===== src/rtl/wdma_pkg.sv =====
// Shared definitions for the wait-state DMA arbiter.
// Assumes a three-bit CPU status bus where all-ones means passive.
package wdma_pkg;
    localparam int STATUS_W = 3;
    localparam logic [STATUS_W-1:0] ST_PASSIVE = 3'b111;

    typedef enum logic [1:0] {
        OWN_CPU     = 2'd0,   // CPU runs, READY high
        OWN_FREEZE  = 2'd1,   // READY low, waiting for a safe status
        OWN_DMA     = 2'd2,   // DMA side owns the bus
        OWN_RETURN  = 2'd3    // AEN dropped, READY released next
    } owner_e;
endpackage


===== src/rtl/cpu_status_qualifier.sv =====
// Decides whether the current CPU status code is a point where the bus
// may be handed over. HALT_GRANT selects the variant: 0 accepts only the
// passive code, 1 also accepts any code with the two low bits set (halt).
// Assumes the status lines are already synchronous to clk.
module cpu_status_qualifier
    import wdma_pkg::*;
#(
    parameter bit HALT_GRANT = 1'b0
) (
    input  logic [STATUS_W-1:0] status,
    output logic                qualifies,
    output logic                passive
);
    // Passive detection is shared by both variants.
    always_comb passive = (status == ST_PASSIVE);

    generate
        if (HALT_GRANT) begin : g_halt_ok
            // Relaxed variant: top bit is ignored.
            always_comb qualifies = &status[1:0];
        end else begin : g_passive_only
            // Strict variant: only the passive code.
            always_comb qualifies = passive;
        end
    endgenerate
endmodule


===== src/rtl/bus_owner_fsm.sv =====
// Four-state ownership sequencer. A request freezes the CPU by dropping
// READY. A qualifying status seen while frozen hands the bus to DMA. A
// done signal drops AEN first and releases READY one clock later.
// Assumes dma_done is only meaningful during ownership.
module bus_owner_fsm
    import wdma_pkg::*;
(
    input  logic clk,
    input  logic rst_n,
    input  logic dma_req,
    input  logic dma_done,
    input  logic qualifies,
    output logic cpu_ready,
    output logic bus_aen,
    output logic dma_grant,
    output logic freeze_start,
    output logic frozen
);
    owner_e state_q, state_d;

    // Next-state selection.
    always_comb begin
        state_d = state_q;
        unique case (state_q)
            OWN_CPU:    if (dma_req)   state_d = OWN_FREEZE;
            OWN_FREEZE: if (qualifies) state_d = OWN_DMA;
            OWN_DMA:    if (dma_done)  state_d = OWN_RETURN;
            OWN_RETURN:                state_d = OWN_CPU;
            default:                   state_d = OWN_CPU;
        endcase
    end

    // State register with synchronous active-low reset.
    always_ff @(posedge clk) begin
        if (!rst_n) state_q <= OWN_CPU;
        else        state_q <= state_d;
    end

    // Outputs decoded straight from the registered state.
    always_comb begin
        cpu_ready    = (state_q == OWN_CPU);
        bus_aen      = (state_q == OWN_DMA);
        dma_grant    = (state_q == OWN_DMA);
        frozen       = (state_q == OWN_FREEZE);
        freeze_start = (state_q == OWN_CPU) && dma_req;
    end

    assert_req_freezes_R2: assert property (@(posedge clk) disable iff (!rst_n)
        (cpu_ready && dma_req) |=> !cpu_ready);

    assert_grant_after_freeze_R3: assert property (@(posedge clk) disable iff (!rst_n)
        $rose(dma_grant) |-> $past(!cpu_ready && qualifies));

    assert_aen_blocks_ready_R7: assert property (@(posedge clk) disable iff (!rst_n)
        bus_aen |-> !cpu_ready);

    assert_aen_fall_on_done_R8: assert property (@(posedge clk) disable iff (!rst_n)
        $fell(bus_aen) |-> ($past(dma_done) && !cpu_ready));

    assert_ready_after_aen_R8: assert property (@(posedge clk) disable iff (!rst_n)
        $fell(bus_aen) |=> cpu_ready);
endmodule


===== src/rtl/freeze_slip_detector.sv =====
// Flags the case where READY was pulled low too late. The status was
// passive at the edge that began the freeze, yet in the first frozen
// cycle the CPU has already moved to a new bus-cycle code. The output is
// a registered single-cycle pulse.
module freeze_slip_detector
    import wdma_pkg::*;
(
    input  logic clk,
    input  logic rst_n,
    input  logic passive,
    input  logic freeze_start,
    input  logic frozen,
    output logic late_freeze
);
    logic passive_q;
    logic fresh_q;

    // Remember the status class and whether this is the first frozen cycle.
    always_ff @(posedge clk) begin
        if (!rst_n) begin
            passive_q <= 1'b0;
            fresh_q   <= 1'b0;
        end else begin
            passive_q <= passive;
            fresh_q   <= freeze_start;
        end
    end

    // Raise the flag for one cycle when the CPU slipped past the freeze.
    always_ff @(posedge clk) begin
        if (!rst_n) late_freeze <= 1'b0;
        else        late_freeze <= frozen && fresh_q && passive_q && !passive;
    end

    assert_slip_only_when_frozen_R9: assert property (@(posedge clk) disable iff (!rst_n)
        late_freeze |-> $past(frozen));

    assert_slip_is_pulse_R9: assert property (@(posedge clk) disable iff (!rst_n)
        late_freeze |=> !late_freeze);
endmodule


===== src/rtl/wait_dma_arbiter.sv =====
// Top level: gives the bus to a DMA or refresh requester by freezing a
// maximum-mode CPU through READY instead of a hold handshake.
// HALT_GRANT=0 grants at passive only; 1 also grants at halt.
// Assumes all inputs are synchronous to clk.
module wait_dma_arbiter
    import wdma_pkg::*;
#(
    parameter bit HALT_GRANT = 1'b0
) (
    input  logic                clk,
    input  logic                rst_n,
    input  logic [STATUS_W-1:0] cpu_status,
    input  logic                dma_req,
    input  logic                dma_done,
    output logic                cpu_ready,
    output logic                bus_aen,
    output logic                dma_grant,
    output logic                late_freeze
);
    logic qualifies;
    logic passive;
    logic freeze_start;
    logic frozen;

    cpu_status_qualifier #(.HALT_GRANT(HALT_GRANT)) u_qual (
        .status    (cpu_status),
        .qualifies (qualifies),
        .passive   (passive)
    );

    bus_owner_fsm u_fsm (
        .clk          (clk),
        .rst_n        (rst_n),
        .dma_req      (dma_req),
        .dma_done     (dma_done),
        .qualifies    (qualifies),
        .cpu_ready    (cpu_ready),
        .bus_aen      (bus_aen),
        .dma_grant    (dma_grant),
        .freeze_start (freeze_start),
        .frozen       (frozen)
    );

    freeze_slip_detector u_slip (
        .clk          (clk),
        .rst_n        (rst_n),
        .passive      (passive),
        .freeze_start (freeze_start),
        .frozen       (frozen),
        .late_freeze  (late_freeze)
    );

    assert_grant_holds_R6: assert property (@(posedge clk) disable iff (!rst_n)
        (dma_grant && !dma_done) |=> dma_grant);
endmodule


===== config.mk =====
export PLATFORM = sky130hd
export DESIGN_NAME = wait_dma_arbiter
export DESIGN_NICKNAME = d
export VERILOG_FILES = /design/src/rtl/wdma_pkg.sv /design/src/rtl/cpu_status_qualifier.sv /design/src/rtl/bus_owner_fsm.sv /design/src/rtl/freeze_slip_detector.sv /design/src/rtl/wait_dma_arbiter.sv
export SDC_FILE = /design/constraint.sdc
export NUM_CORES = 1
export LEC_CHECK = 0
export CAP_MARGIN = 15
export CORE_AREA = 2 2 39 41
export CTS_CLUSTER_SIZE = 30
export DETAILED_ROUTE_END_ITERATION = 6
export DIE_AREA = 0 0 41 43
export PLACE_DENSITY = 0.39
export SLEW_MARGIN = 10
export SYNTH_ARGS = -nofsm -noshare
export SYNTH_HDL_FRONTEND = slang
export SYNTH_SLANG_ARGS = --single-unit

===== constraint.sdc =====
create_clock -name clk -period 3.6 [get_ports clk]
set_input_delay 0.72 -clock clk [delete_from_list [all_inputs] [get_ports clk]]
set_output_delay 0.72 -clock clk [all_outputs]
set_load 0.02 [all_outputs]

After elaboration in Yosys (flattened, before gate mapping) --
Cells that the tools add are included.
Word-level totals: register bits 5, input bits 7, output and inout port bits 4, word-level logic and storage cells 22
Cells by class: eq/ne operators 7, muxes and demuxes 4, reduce and logical (&&, ||, !) cells 7
Operators by type and width (number):
- $pmux W2 S4 | 1
- $mux W2 | 3
- $eq A2 B2 Y1 const B | 2
- $logic_and A1 B1 Y1 | 4
- $ne A2 B2 Y1 const B | 2
- $eq A3 B3 Y1 const B | 1
- $reduce_and A3 Y1 | 1
- $eq A2 B1 Y1 const B | 1
- $logic_not A2 Y1 | 1
- $ne A2 B1 Y1 const B | 1
- $logic_not A1 Y1 | 1

Longest topological paths before layout --
word-level depth 4, gate-level depth with buffers 4

By module --
Synthesis repeated with hierarchy kept, for this count alone.
Unflattened totals: cells, all modules 27, area, all modules 266.5 sq um
By module, submodules not included:
- bus_owner_fsm | instances 1, cells each 18, area an instance 161.4 sq um, sequential area each 40.0 sq um
- freeze_slip_detector | instances 1, cells each 7, area an instance 91.3 sq um, sequential area each 60.1 sq um
- cpu_status_qualifier | instances 1, cells each 2, area an instance 13.8 sq um, sequential area each 0.0 sq um

Worst setup path before layout --
OpenSTA, ideal clock, no wires.
path type reg-to-output, start register u_fsm.state_q[0], end output dma_grant, arrival 869 ps, data required time 2880 ps, path slack 2011 ps, cell stages (with the launch flop) 4, buffers on the path 1, cell sequence dfxtp_1 > inv_1 > ha_1 > buf_4
On the way: word-level cells in the longest chain between the ends 1
RTL lines:
- start, declared | RTL line bus_owner_fsm.sv:19 | owner_e state_q, state_d;
- start signal, assigned | RTL line bus_owner_fsm.sv:36 | else state_q <= state_d;
- $eq A2 B2 Y1
- end, declared | RTL line wait_dma_arbiter.sv:17 | output logic dma_grant,
Every way passes these cells.

Worst setup path in the final report --
start register u_fsm.state_q[0], end output bus_aen
On the way: word-level cells in the longest chain between the ends 1
RTL lines:
- $eq A2 B2 Y1 | RTL line bus_owner_fsm.sv:42 | bus_aen = (state_q == OWN_DMA);
- end, declared | RTL line wait_dma_arbiter.sv:16 | output logic bus_aen,
Every way passes these cells.

==> summary.md <==
Status
- completed — status

Drt
- 0 — DRC violations left
- 218 — total vias in the final route
- 0 — number of routed nets with antenna violations
- 3.96 — Vias per Instance
- 8 — iteration-0 DRC count of the detailed router
- 8.73 um — Routed wire per std cell
- 4 — drt first pass iters
- 480 um — drt total wl

Critical path
- 1.46 ns — data arrival time of the worst path
- buffers and inverters — family of cells with the greatest summed delay on the critical path
- clkdlybuf4s50_1 — master of the slowest instance on the critical path
- bus_aen — endpoint of the most critical setup path
- u_fsm.state_q[0] — launching point of the worst reg2reg path
- u_fsm.state_q[0] — launch point of the critical path
- 4 — cell depth of the worst flop-to-flop path
- flip-flop to output pin — worst setup path class
- 2 — count of buffering cells on the critical path with inverters included
- 0.63 ns — largest incremental delay on the critical path
- output pin — kind of end point of the critical path
- u_fsm.state_q[1] — destination of the worst register-to-register timing path
- inv_1 > ha_1 > clkdlybuf4s50_1 — Cell Chain, Critical Path
- 2.19 ns — R2R Setup Slk
- 3 — number of cells on the critical path
- 4 — largest fanout of any net on the critical path
- flip-flop — Worst Setup Start Kind
- 2.88 ns — Worst Path Required

Floorplanning
- 0.00176 mm2 — die footprint
- 11 — # IOs
- 17.6% — Starting Density
- 0.00138 mm2 — Core Box Area
- 41 um — die width
- 14 — Site Rows
- 43 um — Vert. Die Dim

Flow run
- 0 — max cap viols

Power
- 0.000249 V — peak supply drop
- 714 mW/mm2 — Cell Pwr Density
- 0.173 nW — leakage dissipation
- 0.273 mW — total power after layout

Synthesis
- 16.4% — simple-gate share of the synthesized area
- 41.0% — post-synth top area share
- 41.0% — sequential area share after synthesis
- 26 — number of instances in the synthesized netlist
- 5 — flip-flop and latch count after synthesis
- 36 — syn_nets
- 0 — Yosys Warn Count
- 15.4% — adder-cell share of the synthesized area
- 4.10% — proportion of synthesized area in mux cells
- 244 um2 — Netlist Area Pre-Place
- 0% — XOR/XNOR share of the synthesized area
- 13 — Yosys cell types
- dfxtp_1 — top cell type by total area after synthesis
- simple AND/OR/NAND/NOR gates — dominant combinational cell family by area after synthesis
- 9.38 um2 — Post-Synthesis Mean Instance Area
- 12.3% — complex-gate fraction of the synthesized area
- dfxtp_1 41%, ha_1 15%, inv_1 7.7%, nand2_1 4.6%, a211o_2 4.1% — synth top area cells

STA
- 60.7% — period utilization
- 458 MHz — max frequency
- 0.460 ns — actual transition at the worst max-transition pin
- 1.42 ns — fin worst setup slack
- false — setup repair after global routing missed its margin
- 2.18 ns — clock period minus final worst setup slack
- 0 — final max-slew violation count
- 0 — Final setup viols
- 0.00212 ns — worst clock skew
- 69.3% — slew margin rel.
- 0 — final number of hold-violating endpoints
- 0 ns — Total Negative Setup Slacks

Place
- 425 um — final HPWL from detailed placement
- 10 — Buffers on Ports
- 0.611 — gpl congestion
- 357 um2 — Cell Area, Placed
- 1.58 ns — dpl ws

Global routing
- 0 — overflow left after global routing
- 7.34% — total global-route track usage
- 220 — vias in the first global route
- 0 — number of antenna violations at the first check in global routing
- 793 um — first-pass GRT wire length
- 7 — maximum number of pins on one net before global-route repair

Finish
- 0 — number of antenna diodes
- clkdlybuf4s50_1 — most common library cell in the layout ignoring fill and taps
- 50 — number of nets at the end of the flow
- 12.8% — share of layout cells above drive strength 1
- 10 x clkdlybuf4s50_1, 5 x inv_1, 5 x dfxtp_1 — highest-count cells in the layout ignoring fill and taps
- 27.7% — utilization after layout
- 383 um2 — post-route cell area
- 56.9% — synthesis-to-layout area growth

Clock tree
- 5 — total number of clock tree sinks
- 0.23 ns — clock latency at the later pin of the worst-skew pair
- 3 — number of CTS-inserted buffers
- done — TritonCTS clock tree
- 2 — clock tree buffer depth
- clkbuf_4 — library cell used as clock root buffer
- 0.04 ns — register clock-pin slew on the reported worst setup and hold paths
- 0 — # hold bufs at CTS
- 0 — post-CTS setup buffer count
- 0 — Gates resized, CTS repair
- 1 — H-tree levels

Hold path
- flip-flop to flip-flop — Worst Hold Class

-- metrics by stage --
step | cells | hold slack [ns]
floorplan | 26 | 0.408
global placement | 51 | 0.429
detailed placement | 51 | 0.428
CTS | 55 | 0.435
global route | 55 | 0.467
finish | 55 | 0.436
-- cell families after synthesis --
group	Yosys count
mux	1
fa+ha+maj	3
flops	5
compound gates	3
simple gates	8
buf+inv	6
-- metal layers --
layer  vias to the layer above  global-route usage (%)  share of wire, %
met5                         -                       0                 0
met4                         0                    2.00                 0
met3                         0                    7.85               7.7
met2                         6                    11.3                52
met1                       100                    6.15                40
li1                        112                       -                 -
-- worst min-delay path by stage --
stage	startpoint	endpoint	slack [ns]	depth (start not counted)
2_1_floorplan	u_slip.fresh_q	u_slip.late_freeze	0.41	2
3_3_place_gp	u_slip.fresh_q	u_slip.late_freeze	0.43	2
3_5_place_dp	u_slip.fresh_q	u_slip.late_freeze	0.43	2
4_1_cts	u_slip.fresh_q	u_slip.late_freeze	0.44	2
5_1_grt	u_slip.fresh_q	u_slip.late_freeze	0.47	2
6_report	u_slip.fresh_q	u_slip.late_freeze	0.44	2
-- worst reg2reg max path, stage by stage, from the launching register on --
cell	delay (ns)
dfxtp_1	0.34
inv_1	0.07
ha_1	0.24
a222oi_1	0.47
mux2i_1	0.22
-- synthesized netlist by cell type (all sizes together) --
cell and count:
nor2 2, a211o 1, nand3 2, dfxtp 5, mux2i 1, buf 1
a222oi 1, inv 5, nand2 3, and3 1, o211a 1, ha 3
-- state kept, by name, indices dropped and copies added (netlist names) --
name	flops
u_slip.passive_q	1
u_slip.late_freeze	1
u_fsm.state_q	2
u_slip.fresh_q	1
-- cell type report --
type,count,area [um2]
sequential,5,100
inverter,5,18.8
clock buffer,4,26.3
tap,16,20.0
fill,156,1000
multi-input combinational,15,118
timing repair buffer,10,100
-- power breakdown --
group          switching, mW  leakage [nW]  total (mW)  internal (mW)
Clock                 0.0195        0.0150      0.0612         0.0417
Sequential           0.00822        0.0410      0.0768         0.0686
Combinational         0.0661         0.117       0.135         0.0690
Power figures use the tool's default switching activity.
